--- config.mk ---
export PLATFORM = sky130hd
export DESIGN_NAME = cfg_keyport
export DESIGN_NICKNAME = d
export VERILOG_FILES = /design/src/rtl/cfg_keyport_pkg.sv /design/src/rtl/cfg_key_fsm.sv /design/src/rtl/cfg_index_reg.sv /design/src/rtl/cfg_dev_bank.sv /design/src/rtl/cfg_keyport.sv
export SDC_FILE = /design/constraint.sdc
export NUM_CORES = 1
export LEC_CHECK = 0
export ABC_AREA = 0
export BUFFER_PORTS_ARGS = -buffer_cell sky130_fd_sc_hd__buf_4
export CAP_MARGIN = 10
export CORE_MARGIN = 2
export CORE_UTILIZATION = 49
export DETAILED_ROUTE_END_ITERATION = 12
export GPL_TIMING_DRIVEN = 0
export PLACE_DENSITY = 0.79
export REMOVE_ABC_BUFFERS = 1
export SLEW_MARGIN = 5
export SYNTH_ARGS = -nofsm -noshare
export SYNTH_HDL_FRONTEND = slang
export SYNTH_SLANG_ARGS = --single-unit
export TNS_END_PERCENT = 100
--- constraint.sdc ---
create_clock -name clk -period 5.7 [get_ports clk]
set_input_delay 0.855 -clock clk [delete_from_list [all_inputs] [get_ports clk]]
set_output_delay 0.855 -clock clk [all_outputs]
set_load 0.1 [all_outputs]
--- src/rtl/cfg_keyport_pkg.sv ---
package cfg_keyport_pkg;

    typedef enum logic [2:0] {
        ST_SEEK0,
        ST_SEEK1,
        ST_SEEK2,
        ST_SEEK3,
        ST_OPEN
    } key_state_e;

    localparam logic [7:0] KEY_B0 = 8'h87;
    localparam logic [7:0] KEY_B1 = 8'h01;
    localparam logic [7:0] KEY_B2 = 8'h55;
    localparam logic [7:0] KEY_B3 = 8'h55;

    localparam logic [7:0] EXIT_CODE = 8'h02;

    localparam logic [7:0] RN_EXIT    = 8'h02;
    localparam logic [7:0] RN_LDN     = 8'h07;
    localparam logic [7:0] RN_ID_HI   = 8'h20;
    localparam logic [7:0] RN_ID_LO   = 8'h21;
    localparam logic [7:0] RN_REV     = 8'h22;
    localparam logic [7:0] RN_ACT     = 8'h30;
    localparam logic [7:0] RN_BASE_HI = 8'h60;
    localparam logic [7:0] RN_BASE_LO = 8'h61;

    localparam logic [7:0] LOCKED_READ = 8'hFF;

endpackage

--- src/rtl/cfg_key_fsm.sv ---
module cfg_key_fsm
    import cfg_keyport_pkg::*;
(
    input  logic       clk,
    input  logic       rst_n,
    input  logic       idx_wr,
    input  logic       data_wr,
    input  logic [7:0] wbyte,
    input  logic [7:0] index_q,
    output logic       cfg_open,
    output logic       exit_cmd
);

    key_state_e state_q, state_d;
    logic [7:0] restart_byte_hit;
    key_state_e restart_st;

    always_ff @(posedge clk) begin
        if (!rst_n) state_q <= ST_SEEK0;
        else        state_q <= state_d;
    end

    always_comb begin
        restart_byte_hit = wbyte ^ KEY_B0;
        restart_st = (restart_byte_hit == 8'h00) ? ST_SEEK1 : ST_SEEK0;
        state_d = state_q;
        unique case (state_q)
            ST_SEEK0: if (idx_wr) state_d = restart_st;
            ST_SEEK1: if (idx_wr) state_d = (wbyte == KEY_B1) ? ST_SEEK2 : restart_st;
            ST_SEEK2: if (idx_wr) state_d = (wbyte == KEY_B2) ? ST_SEEK3 : restart_st;
            ST_SEEK3: if (idx_wr) state_d = (wbyte == KEY_B3) ? ST_OPEN  : restart_st;
            ST_OPEN:  if (exit_cmd) state_d = ST_SEEK0;
            default:  state_d = ST_SEEK0;
        endcase
    end

    always_comb begin
        cfg_open = (state_q == ST_OPEN);
        exit_cmd = cfg_open && data_wr && (index_q == RN_EXIT) && (wbyte == EXIT_CODE);
    end

    // configuration mode opens only on the last key byte
    p_open_needs_key_r2: assert property (@(posedge clk) disable iff (!rst_n)
        $rose(cfg_open) |-> $past(idx_wr && wbyte == KEY_B3));

    // a wrong byte other than the first key byte restarts from the beginning
    p_wrong_byte_r3: assert property (@(posedge clk) disable iff (!rst_n)
        (!cfg_open && idx_wr && wbyte != KEY_B0 && wbyte != KEY_B1 && wbyte != KEY_B2)
        |=> (state_q == ST_SEEK0));

    // exit command locks the block
    p_exit_locks_r11: assert property (@(posedge clk) disable iff (!rst_n)
        (cfg_open && data_wr && index_q == RN_EXIT && wbyte == EXIT_CODE) |=> !cfg_open);

endmodule

--- src/rtl/cfg_index_reg.sv ---
module cfg_index_reg (
    input  logic       clk,
    input  logic       rst_n,
    input  logic       cfg_open,
    input  logic       idx_wr,
    input  logic       exit_cmd,
    input  logic [7:0] wbyte,
    output logic [7:0] index_q
);

    always_ff @(posedge clk) begin
        if (!rst_n)                  index_q <= 8'h00;
        else if (exit_cmd)           index_q <= 8'h00;
        else if (cfg_open && idx_wr) index_q <= wbyte;
    end

    // register number is cleared after the exit command
    p_index_clear_r11: assert property (@(posedge clk) disable iff (!rst_n)
        exit_cmd |=> (index_q == 8'h00));

    // index writes while locked are not latched
    p_index_locked_r4: assert property (@(posedge clk) disable iff (!rst_n)
        (!cfg_open) |=> $stable(index_q));

endmodule

--- src/rtl/cfg_dev_bank.sv ---
module cfg_dev_bank
    import cfg_keyport_pkg::*;
#(
    parameter int BASE_W = 16
) (
    input  logic              clk,
    input  logic              rst_n,
    input  logic              wr_en,
    input  logic [7:0]        reg_num,
    input  logic [7:0]        wbyte,
    output logic              active,
    output logic [BASE_W-1:0] base,
    output logic [7:0]        rd_byte
);

    always_ff @(posedge clk) begin
        if (!rst_n) begin
            active <= 1'b0;
            base   <= '0;
        end else if (wr_en) begin
            if (reg_num == RN_ACT)     active <= wbyte[0];
            if (reg_num == RN_BASE_HI) base[BASE_W-1:8] <= wbyte;
            if (reg_num == RN_BASE_LO) base[7:0] <= wbyte;
        end
    end

    always_comb begin
        unique case (reg_num)
            RN_ACT:     rd_byte = {7'b0, active};
            RN_BASE_HI: rd_byte = base[BASE_W-1:8];
            RN_BASE_LO: rd_byte = base[7:0];
            default:    rd_byte = 8'h00;
        endcase
    end

    // the activate bit takes bit 0 of the written byte
    p_act_bit0_r8: assert property (@(posedge clk) disable iff (!rst_n)
        (wr_en && reg_num == RN_ACT) |=> (active == $past(wbyte[0])));

    // a base low-byte write leaves the high byte alone
    p_base_lo_only_r9: assert property (@(posedge clk) disable iff (!rst_n)
        (wr_en && reg_num == RN_BASE_LO) |=> (base[BASE_W-1:8] == $past(base[BASE_W-1:8])));

endmodule

--- src/rtl/cfg_keyport.sv ---
module cfg_keyport
    import cfg_keyport_pkg::*;
#(
    parameter int          ADDR_W     = 16,
    parameter int          NUM_DEV    = 4,
    parameter logic [15:0] INDEX_ADDR = 16'h002E,
    parameter logic [15:0] DATA_ADDR  = 16'h002F,
    parameter logic [15:0] CHIP_ID    = 16'hC3A7,
    parameter logic [3:0]  CHIP_REV   = 4'h5
) (
    input  logic                  clk,
    input  logic                  rst_n,
    input  logic [ADDR_W-1:0]     io_addr,
    input  logic                  io_wr,
    input  logic                  io_rd,
    input  logic [7:0]            io_wdata,
    output logic [7:0]            io_rdata,
    output logic                  cfg_open,
    output logic [NUM_DEV-1:0]    dev_active,
    output logic [16*NUM_DEV-1:0] dev_base
);

    localparam int BASE_W = 16;
    localparam int IDX_W  = (NUM_DEV > 1) ? $clog2(NUM_DEV) : 1;

    logic       hit_index, hit_data;
    logic       idx_wr, data_wr, cfg_wr;
    logic       exit_cmd;
    logic [7:0] index_q;
    logic [7:0] ldn_q;
    logic       ldn_ok;
    logic [IDX_W-1:0] ldn_idx;
    logic [7:0] reg_rd;
    logic [7:0] bank_rd [NUM_DEV];

    assign hit_index = (io_addr == ADDR_W'(INDEX_ADDR));
    assign hit_data  = (io_addr == ADDR_W'(DATA_ADDR));
    assign idx_wr    = io_wr && hit_index;
    assign data_wr   = io_wr && hit_data;
    assign cfg_wr    = cfg_open && data_wr;
    assign ldn_ok    = (ldn_q < 8'(NUM_DEV));
    assign ldn_idx   = ldn_q[IDX_W-1:0];

    cfg_key_fsm u_fsm (
        .clk      (clk),
        .rst_n    (rst_n),
        .idx_wr   (idx_wr),
        .data_wr  (data_wr),
        .wbyte    (io_wdata),
        .index_q  (index_q),
        .cfg_open (cfg_open),
        .exit_cmd (exit_cmd)
    );

    cfg_index_reg u_index (
        .clk      (clk),
        .rst_n    (rst_n),
        .cfg_open (cfg_open),
        .idx_wr   (idx_wr),
        .exit_cmd (exit_cmd),
        .wbyte    (io_wdata),
        .index_q  (index_q)
    );

    always_ff @(posedge clk) begin
        if (!rst_n)                           ldn_q <= 8'h00;
        else if (cfg_wr && index_q == RN_LDN) ldn_q <= io_wdata;
    end

    for (genvar n = 0; n < NUM_DEV; n++) begin : g_bank
        logic bank_wr;
        assign bank_wr = cfg_wr && (ldn_q == 8'(n));
        cfg_dev_bank #(.BASE_W(BASE_W)) u_bank (
            .clk     (clk),
            .rst_n   (rst_n),
            .wr_en   (bank_wr),
            .reg_num (index_q),
            .wbyte   (io_wdata),
            .active  (dev_active[n]),
            .base    (dev_base[n*BASE_W +: BASE_W]),
            .rd_byte (bank_rd[n])
        );
    end

    always_comb begin
        unique case (index_q)
            RN_LDN:   reg_rd = ldn_q;
            RN_ID_HI: reg_rd = CHIP_ID[15:8];
            RN_ID_LO: reg_rd = CHIP_ID[7:0];
            RN_REV:   reg_rd = {4'h0, CHIP_REV};
            default:  reg_rd = ldn_ok ? bank_rd[ldn_idx] : 8'h00;
        endcase
    end

    always_comb begin
        io_rdata = 8'h00;
        if (io_rd) begin
            if (hit_index)     io_rdata = cfg_open ? index_q : LOCKED_READ;
            else if (hit_data) io_rdata = cfg_open ? reg_rd  : LOCKED_READ;
        end
    end

    // locked data reads return all ones
    p_locked_read_r4: assert property (@(posedge clk) disable iff (!rst_n)
        (!cfg_open && io_rd && hit_data) |-> (io_rdata == LOCKED_READ));

    // nothing in the banks changes while locked
    p_locked_hold_r4: assert property (@(posedge clk) disable iff (!rst_n)
        (!cfg_open) |=> ($stable(dev_active) && $stable(dev_base) && $stable(ldn_q)));

    // an out-of-range device number protects every bank
    p_ldn_range_r6: assert property (@(posedge clk) disable iff (!rst_n)
        (!ldn_ok) |=> ($stable(dev_active) && $stable(dev_base)));

    // foreign addresses read zero
    p_foreign_read_r13: assert property (@(posedge clk) disable iff (!rst_n)
        (!hit_index && !hit_data) |-> (io_rdata == 8'h00));

endmodule

-- Yosys cells after proc, flatten, opt, wreduce, memory -nomap -nowiden
Index checks and enable logic that the tools add are counted.
- multiplexer cells: 24
- magnitude comparators: 2
- reduce and logical (&&, ||, !) cells: 28
- equality and inequality tests: 25
- bitwise logic cells: 3
- operators by type and width (operator ; number):
    case mux 8 bit (3 select lines) ; 4
    two-way mux 8 bit ; 8
    equality test 16 x 6 -> 1 bit, second input constant ; 2
    equality test 8 x 2 -> 1 bit, second input constant ; 4
    equality test 8 x 6 -> 1 bit, second input constant ; 4
    case mux 8 bit (4 select lines) ; 1
    equality test 8 x 7 -> 1 bit, second input constant ; 3
    two-way mux 3 bit ; 8
    AND reduction 2 bit ; 12
    binary-select mux 8 bit (select 2 bit) ; 1
    equality test 8 x 1 -> 1 bit, second input constant ; 2
    logical NOT 8 bit ; 2
    case mux 3 bit (5 select lines) ; 1
    logical AND 1 bit ; 11
    inequality test 2 x 1 -> 1 bit, second input constant ; 5
    equality test 8 x 3 -> 1 bit, second input constant ; 1
    less-than comparator 8 x 3 -> 1 bit, second input constant ; 1
    equality test 3 x 2 -> 1 bit, second input constant ; 2
    AND reduction 5 bit ; 1
    NOT 4 bit ; 1
    equality test 3 x 1 -> 1 bit, second input constant ; 1
    equality test 3 bit, second input constant ; 1
    greater-or-equal comparator 3 bit, second input constant ; 1
    logical NOT 3 bit ; 1
    4 further kinds ; 4
- logic and storage cells: 97
- flip-flop bits (word level): 87
- input port bits: 28
- output and inout bits: 77

-- Logic depth before layout (Yosys ltp)
Gate-level depths: netlist (run 1).
- depth in word-level cells: 11
- mapped depth: 8
- mapped depth without buffers: 7

-- Hierarchy
A second synthesis (run 1) with hierarchy kept.
- cell total of the unflattened synthesis: 520
- area, all modules: 4991.0 µm²
- by module, submodules not included (module ; times used ; cells an instance ; area each (µm²) ; seq. area each (µm²)):
    cfg_dev_bank ; 4 ; 82 ; 813.3 ; 340.3
    cfg_keyport ; 1 ; 122 ; 1081.0 ; 160.2
    cfg_index_reg ; 1 ; 38 ; 380.4 ; 160.2
    cfg_key_fsm ; 1 ; 32 ; 276.5 ; 60.1

-- Least setup slack after synthesis (run 1)
OpenSTA, ideal clock, no wires.
- path type: input-to-output
- start point: in io_addr[10]
- end point: out io_rdata[0]
- arrival: 3.353 ns
- required time: 4.845 ns
- stages: 5
- slack: 1.492 ns
- path buffers: 0
- path through: nor4b_2 nand4_1 nor2_1 o221ai_1 a31oi_1
- word-level cells in the longest chain between the ends: 4
- elaborated cells on any way between the ends: 5
- those cells by class: 2 x eq/ne; 3 x mux
- ends and longest elaborated chain (item ; line ; source):
    start: declaration ; cfg_keyport.sv:13 ; input logic [ADDR_W-1:0] io_addr,
    equality test 16 x 6 -> 1 bit ; cfg_keyport.sv:37 ; assign hit_data = (io_addr == ADDR_W'(DATA_ADDR));
    two-way mux 8 bit ; cfg_keyport.sv:99 ; else if (hit_data) io_rdata = cfg_open ? reg_rd : LOCKED_READ;
    two-way mux 8 bit (*) ; cfg_keyport.sv:98 ; if (hit_index) io_rdata = cfg_open ? index_q : LOCKED_READ;
    two-way mux 8 bit (*) ; cfg_keyport.sv:97 ; if (io_rd) begin
    end: declaration ; cfg_keyport.sv:17 ; output logic [7:0] io_rdata,
Every way passes the cells marked *; elsewhere a longest branch is shown, timed or not.

-- Worst setup path in the final report (run 1)
- start point: reg ldn_q[1]
- end point: out io_rdata[4]
- word-level cells in the longest chain between the ends: 10
- elaborated cells on any way between the ends: 11
- those cells by class: 1 x order compare; 9 x mux; 1 x bitwise
- ends and longest elaborated chain (item ; line ; source):
    start: declaration ; cfg_keyport.sv:30 ; logic [7:0] ldn_q;
    start signal: assignment ; cfg_keyport.sv:67 ; else if (cfg_wr && index_q == RN_LDN) ldn_q <= io_wdata;
    parallel branches: the longest is 4 deep, another holds less-than comparator 8 x 3 -> 1 bit ; n/a ;
    two-way mux 8 bit (*) ; cfg_keyport.sv:91 ; default: reg_rd = ldn_ok ? bank_rd[ldn_idx] : 8'h00;
    case mux 8 bit (4 select lines) (*) ; cfg_keyport.sv:86 ; unique case (index_q)
    two-way mux 8 bit (*) (2 in series) ; cfg_keyport.sv:99 ;
    two-way mux 8 bit (*) ; cfg_keyport.sv:98 ;
    two-way mux 8 bit (*) ; cfg_keyport.sv:97 ;
Mark *: on every way between the ends. The select of a mux whose other input is x is not followed.

==> results of run 1 <==
==> stage by stage <==
| stage | power, mW | hold WS, ps | setup slack (ps) | instances | instance area (sq um) |
|---|---|---|---|---|---|
| after detailed placement | 0.667 | 468 | 2100 | 631 | 5200 |
| after global placement | 0.666 | 457 | 1740 | 631 | 5200 |
| after floorplan | 0.634 | 448 | 1350 | 419 | 4280 |
| after global routing | 1.16 | 502 | 1750 | 647 | 5420 |
| final | 1.13 | 482 | 1900 | 647 | 5420 |
| after CTS | 1.13 | 481 | 1910 | 647 | 5420 |
==> state kept, by name, summed over array words and instances (netlist names) <==
register / flops
g_bank.u_bank.active: 4
g_bank.u_bank.base: 64
u_index.index_q: 8
u_fsm.state_q: 3
ldn_q: 8
==> report_power, final <==
| group | switching [mW] | internal (mW) | total, mW |
|---|---|---|---|
| registers | 0.000000287 | 0.607 | 0.607 |
| clock network | 0.229 | 0.247 | 0.477 |
| logic | 0.0288 | 0.0167 | 0.0456 |
| total | 0.258 | 0.871 | 1.13 |
==> synthesized netlist by cell type, drive strengths merged (3+ instances only) <==
| cell type | count |
|---|---|
| a211oi | 4 |
| dfxtp | 87 |
| o21ai | 10 |
| or4 | 4 |
| nor4b | 6 |
| mux4 | 14 |
| inv | 4 |
| mux2i | 86 |
| nand2 | 103 |
| nand3 | 5 |
| nand2b | 4 |
| nor3 | 5 |
| nand4 | 4 |
| clkbuf | 18 |
| a31oi | 5 |
| nor2 | 31 |
| mux2 | 7 |
| nor2b | 5 |
| nor4 | 6 |
| buf | 11 |
| a221oi | 6 |
| a21oi | 3 |
==> final cells by class <==
cell class,instances,area (sq um),share of cell area [%]
Clock buffer,9,124,2.29
Clock inverter,7,95.1,1.75
Timing Repair Buffer,104,781,14.4
Multi-Input combinational cell,328,2530,46.6
Sequential cell,87,1740,32.2
Inverter,4,15.0,0.277
Tap cell,108,135,2.49
==> layout by cell type (no fill, tap or decap), drive strengths merged, types with 6 or more instances in the layout <==
master,n
clkbuf,9
mux2i,86
mux2,7
o21ai,10
nand2,103
dfxtp,87
mux4,14
buf,104
nor4,6
nor4b,6
a221oi,6
nor2,31
==> critical path: stages, from the launching register on <==
cell      delay, ps
dfxtp_1        1120
mux4_2          420
mux2_2          290
a221oi_1        370
nor2_1          130
buf_4           250
==> logic make-up (layout without fill, tap and decap cells) <==
family          Yosys count  in the layout  share of synthesized area [%]
buf+inv                  33            124                           3.81
xor+xnor                  1              1                          0.197
simple gates            186            186                           23.1
compound gates           34             34                           5.38
flops                    87             87                           39.2
mux                     107            107                           28.3
==> metal layers <==
metal  part of all wire [%]  global-route usage [%]
met1                     44                    34.2
met2                     47                    39.6
met3                    6.5                    4.36
met4                    2.3                    9.91
met5                      0                       0
==> final timing paths <==
kind | slack, ps | cells past startpoint | start | endpoint
max reg2reg | 3130 | 3 | ldn_q[1] | g_bank[3].u_bank.base[14]
max | 1900 | 5 | ldn_q[1] | io_rdata[4]
min | 480 | 2 | g_bank[3].u_bank.base[10] | g_bank[3].u_bank.base[10]
min reg2reg | 480 | 2 | g_bank[3].u_bank.base[10] | g_bank[3].u_bank.base[10]
==> flow_metrics.env, run 1 <==
export IMPL_layout_drive_gt1_share_pct=30.2
export IMPL_drv_slew=0
export IMPL_drt_iter0_drc=256
export IMPL_place_congestion=0.947
export IMPL_worstSetupPathType="reg -> out"
export IMPL_setup_viol=0
export IMPL_hpwl_mm=8.54
export IMPL_yosysTopAreaCell="dfxtp_1"
export IMPL_grt_use_total_pct=25.0
export IMPL_grt_first_pass_wirelength_mm=19.4
export IMPL_core_sq_um=8760
export IMPL_synth_cell_types=51
export IMPL_die_h_um=99.2
export IMPL_die_area_sq_um=9830
export IMPL_routed_wl_mm=12.1
export IMPL_ctsResizeCount=0
export IMPL_utilization_pct=61.9
export IMPL_ctsHoldBuffers=0
export IMPL_tightest_slew_ps=1180
export IMPL_path_max_fanout=25
export IMPL_vias_per_cell=5.83
export IMPL_rsz0062_at_grt="no"
export IMPL_period_needed_ps=3800
export IMPL_setup_tns_ps=0
export IMPL_grt_pass1_vias=3631
export IMPL_drc_errors=0
export IMPL_die_w_um=99.2
export IMPL_async_flop_share_pct=0
export IMPL_hold_viol=0
export IMPL_grt_max_degree=87
export IMPL_synth_seq_area_share_pct=39.2
export IMPL_maxCapViolations=0
export IMPL_final_net_count=562
export IMPL_netlist_instances=448
export IMPL_io_pins=105
export IMPL_hold_class="reg -> reg"
export IMPL_post_cts_buffers=0
export IMPL_clk_transition_reported_paths_ps=90
export IMPL_cts_tree="yes"
export IMPL_cts_sinks=87
export IMPL_p_leak_nw=2.30
export IMPL_area_delta_synth_final_pct=22.1
export IMPL_pwr_density_cell_nw_per_um2=208
export IMPL_finClkSkew_ps=6.90
export IMPL_relSlewSlack_pct=20.9
export IMPL_grt_antenna_before_repair=0
export IMPL_num_rows=34
export IMPL_arrival_ps=2940
export IMPL_syn_area_sq_um=4440
export IMPL_cts_buffer_depth=2
export IMPL_end_kind="primary output"
export IMPL_dr_pass1_iters=5
export IMPL_clkLatencyLatePin_ps=360
export IMPL_initial_core_util_pct=50.6
export IMPL_required_ps=4850
export IMPL_synth_yosys_warnings=0
export IMPL_cts_buffers=9
export IMPL_status="finished, final reports clean"
export IMPL_wl_per_cell_um=18.8
export IMPL_dr_total_vias=3770
export IMPL_portBuffers=104
export IMPL_ys_flop_type="dfxtp_1"
export IMPL_avgSynthCellArea_sq_um=9.91
export IMPL_ys_ff_latch=87
export IMPL_finalCritPeriodShare_pct=66.6
export IMPL_overflow=0
export IMPL_diodes=0
export IMPL_htree_levels=3
export IMPL_synth_edf_count=0
export IMPL_cts_root_buf="clkbuf_8"
export IMPL_fmax_ghz=0.263
export IMPL_synth_top_area_share_pct=39.2
export IMPL_vdd_drop_max_v=0.000158
export IMPL_ant_nets=0
export IMPL_netlist_top_cells_area="dfxtp_1, mux2i_1, nand2_1, mux4_2, nor2_1"
export IMPL_worstSetupStartpointType="flip-flop"
export IMPL_nFillCells=780
Power figures use the tool's default switching activity.
==> run 2: changes to the inputs <==
--- a/config.mk
+++ b/config.mk
@@ -12,7 +12,7 @@
 export CORE_UTILIZATION = 49
 export DETAILED_ROUTE_END_ITERATION = 12
 export GPL_TIMING_DRIVEN = 0
-export PLACE_DENSITY = 0.79
+export PLACE_DENSITY = 0.82
 export REMOVE_ABC_BUFFERS = 1
 export SLEW_MARGIN = 5
 export SYNTH_ARGS = -nofsm -noshare
==> constraint.sdc (replaced) <==
create_clock -name clk -period 3.11 [get_ports clk]
set_input_delay 0.4665 -clock clk [delete_from_list [all_inputs] [get_ports clk]]
set_output_delay 0.4665 -clock clk [all_outputs]
set_load 0.1 [all_outputs]
==> flow_metrics.env, run 2 (synthesis results as in run 1) <==
export IMPL_status="finished, final reports clean"
export IMPL_drc_errors=0
export IMPL_pre_cts_ws_ps=196
export IMPL_worst_hold_slack_ps=389
export IMPL_maxCapViolations=0
export IMPL_diodes=0
export IMPL_rr_worst_depth=6
export IMPL_slowest_delay_ps=500
export IMPL_finalCritPeriodShare_pct=97.0
export IMPL_layout_drive_gt1_share_pct=30.8
export IMPL_crit_chain="nor4_2 -> nand2_1 -> nor2_1 -> nand2_1 -> a31oi_1 -> buf_4"
export IMPL_min_path_cells=3
export IMPL_die_area_sq_um=9830
export IMPL_final_cell_mix="buf_4, nand2_1, mux2i_1"
export IMPL_ant_nets=0
export IMPL_worstSetupPathType="reg -> out"
export IMPL_grt_max_degree=87
export IMPL_min_delay_start="io_wdata[5]"
export IMPL_cp_common_cell="nand2_1"
export IMPL_crit_reg2reg_launch="u_index.index_q[0]"
export IMPL_overflow=0
export IMPL_period_needed_ps=3020
export IMPL_final_net_count=563
export IMPL_setup_viol=0
export IMPL_initial_core_util_pct=50.6
export IMPL_switching_power_uw=456
export IMPL_hold_class="in -> reg"
export IMPL_area_delta_synth_final_pct=22.5
export IMPL_wl_per_cell_um=18.7
export IMPL_r2r_end="g_bank[2].u_bank.base[15]"
export IMPL_path_max_fanout=7
export IMPL_nFillCells=743
export IMPL_final_cells=647
export IMPL_total_power_mw=2.04
export IMPL_hold_path_end="u_index.index_q[5]"
export IMPL_layout_setup_ws_ps=92.6
export IMPL_finClkSkew_ps=5.56
export IMPL_cts_buffer_depth=2
export IMPL_reg_largest_list="g_bank.u_bank.base x64, ldn_q x8, u_index.index_q x8"
export IMPL_htree_levels=3
export IMPL_worstSetupStartpointType="flip-flop"
export IMPL_register_area_sq_um=1750
export IMPL_multi_input_area_sq_um=2540
export IMPL_largest_reg_flops=64
export IMPL_crit_slowest_cell="nor4_2"
export IMPL_rsz0062_at_grt="no"
export IMPL_portBuffers=104
export IMPL_drt_iter0_drc=228
export IMPL_pwr_density_cell_nw_per_um2=375
export IMPL_clkLatencyLatePin_ps=360
export IMPL_largest_register="g_bank.u_bank.base"
export IMPL_cts_tree="yes"
export IMPL_end_kind="primary output"
export IMPL_relSlewSlack_pct=42.5
export IMPL_die_h_um=99.2
export IMPL_reg2reg_slack_ps=670
export IMPL_ctsHoldBuffers=0
export IMPL_dpl_cell_count=631
export IMPL_die_w_um=99.2
export IMPL_tightest_slew_ps=863
export IMPL_grt_pass1_vias=3708
export IMPL_required_ps=2640
export IMPL_core_sq_um=8760
export IMPL_grt_antenna_before_repair=0
export IMPL_routed_wl_mm=12.1
export IMPL_cts_root_buf="clkbuf_8"
export IMPL_utilization_pct=62.1
export IMPL_vdd_drop_max_v=0.000297
export IMPL_power_frac_comb_pct=4.0
export IMPL_clk_transition_reported_paths_ps=80
export IMPL_grt_use_total_pct=24.3
export IMPL_vias_per_cell=5.89
export IMPL_num_rows=34
export IMPL_place_congestion=0.993
export IMPL_switching_share_pct=22.4
export IMPL_arrival_ps=2550
export IMPL_dr_pass1_iters=5
export IMPL_clkPwrFrac_pct=41.4
export IMPL_drv_slew=0
export IMPL_power_frac_seq_pct=54.6
export IMPL_io_pins=105
export IMPL_final_common_cell="buf_4"
export IMPL_cts_sinks=87
export IMPL_hold_viol=0
export IMPL_p_leak_nw=2.31
export IMPL_dr_total_vias=3810
export IMPL_cts_buffers=9
export IMPL_cell_internal_pwr_mw=1.58
export IMPL_grt_first_pass_wirelength_mm=18.7
export IMPL_hpwl_mm=8.33
export IMPL_fmax_ghz=0.331
[run 2: worst max-delay path by stage]
| stage | start | endpoint | slack [ps] | cells past startpoint |
|---|---|---|---|---|
| 2_1_floorplan | u_index.index_q[0] | io_rdata[0] | -850 | 5 |
| 3_3_place_gp | u_index.index_q[0] | io_rdata[0] | -380 | 6 |
| 3_5_place_dp | io_addr[14] | io_rdata[5] | 200 | 7 |
| 4_1_cts | u_index.index_q[0] | io_rdata[0] | 80 | 6 |
| 5_1_grt | u_index.index_q[5] | io_rdata[0] | 10 | 6 |
| 6_report | ldn_q[2] | io_rdata[5] | 90 | 6 |
[run 2: repair_timing]
action | 4_1_cts | 5_1_grt
resized for setup | 3 | 1
setup endpoints to repair | 7 | 6
gates cloned | 0 | 0
pin swaps | 0 | 0
buffers inserted | 0 | 1
[run 2: power groups by stage]
stage	logic [mW]	registers (mW)	clock network [mW]
final	0.0824	1.11	0.843
after floorplan	0.0223	1.14	0
after global placement	0.0796	1.14	0
after global routing	0.0878	1.11	0.901
after detailed placement	0.0812	1.14	0
after CTS	0.0818	1.11	0.856
[run 2: layout make-up]
type	instances	area share [%]
Clock buffer	12	3.04
Clock inverter	3	0.874
Inverter	4	0.276
Multi-Input combinational cell	328	46.6
Sequential cell	87	32.1
Tap cell	108	2.49
Timing Repair Buffer	105	14.6
[run 2: layer usage]
metal	global-route usage, %	up-vias	share of wire (%)
met5	0	-	0
met4	10.7	0	2.3
li1	-	1782	-
met3	4.92	21	8.2
met2	38.9	180	48
met1	32.1	1827	41
[run 2: stage by stage]
stage / TNS [ps] / area (sq um)
floorplan: -4060 / 4280
global placement: -2220 / 5200
detailed placement: 0 / 5200
CTS: 0 / 5420
global route: 0 / 5440
finish: 0 / 5440
[run 2: worst max-delay path, delay by kind of cell, from the launching register on]
kind	cells	cell delay [ps]
AO/OA/AOI/OAI	1	270
buffers and inverters	1	340
AND/OR/NAND/NOR	4	1230
flip-flops	1	340
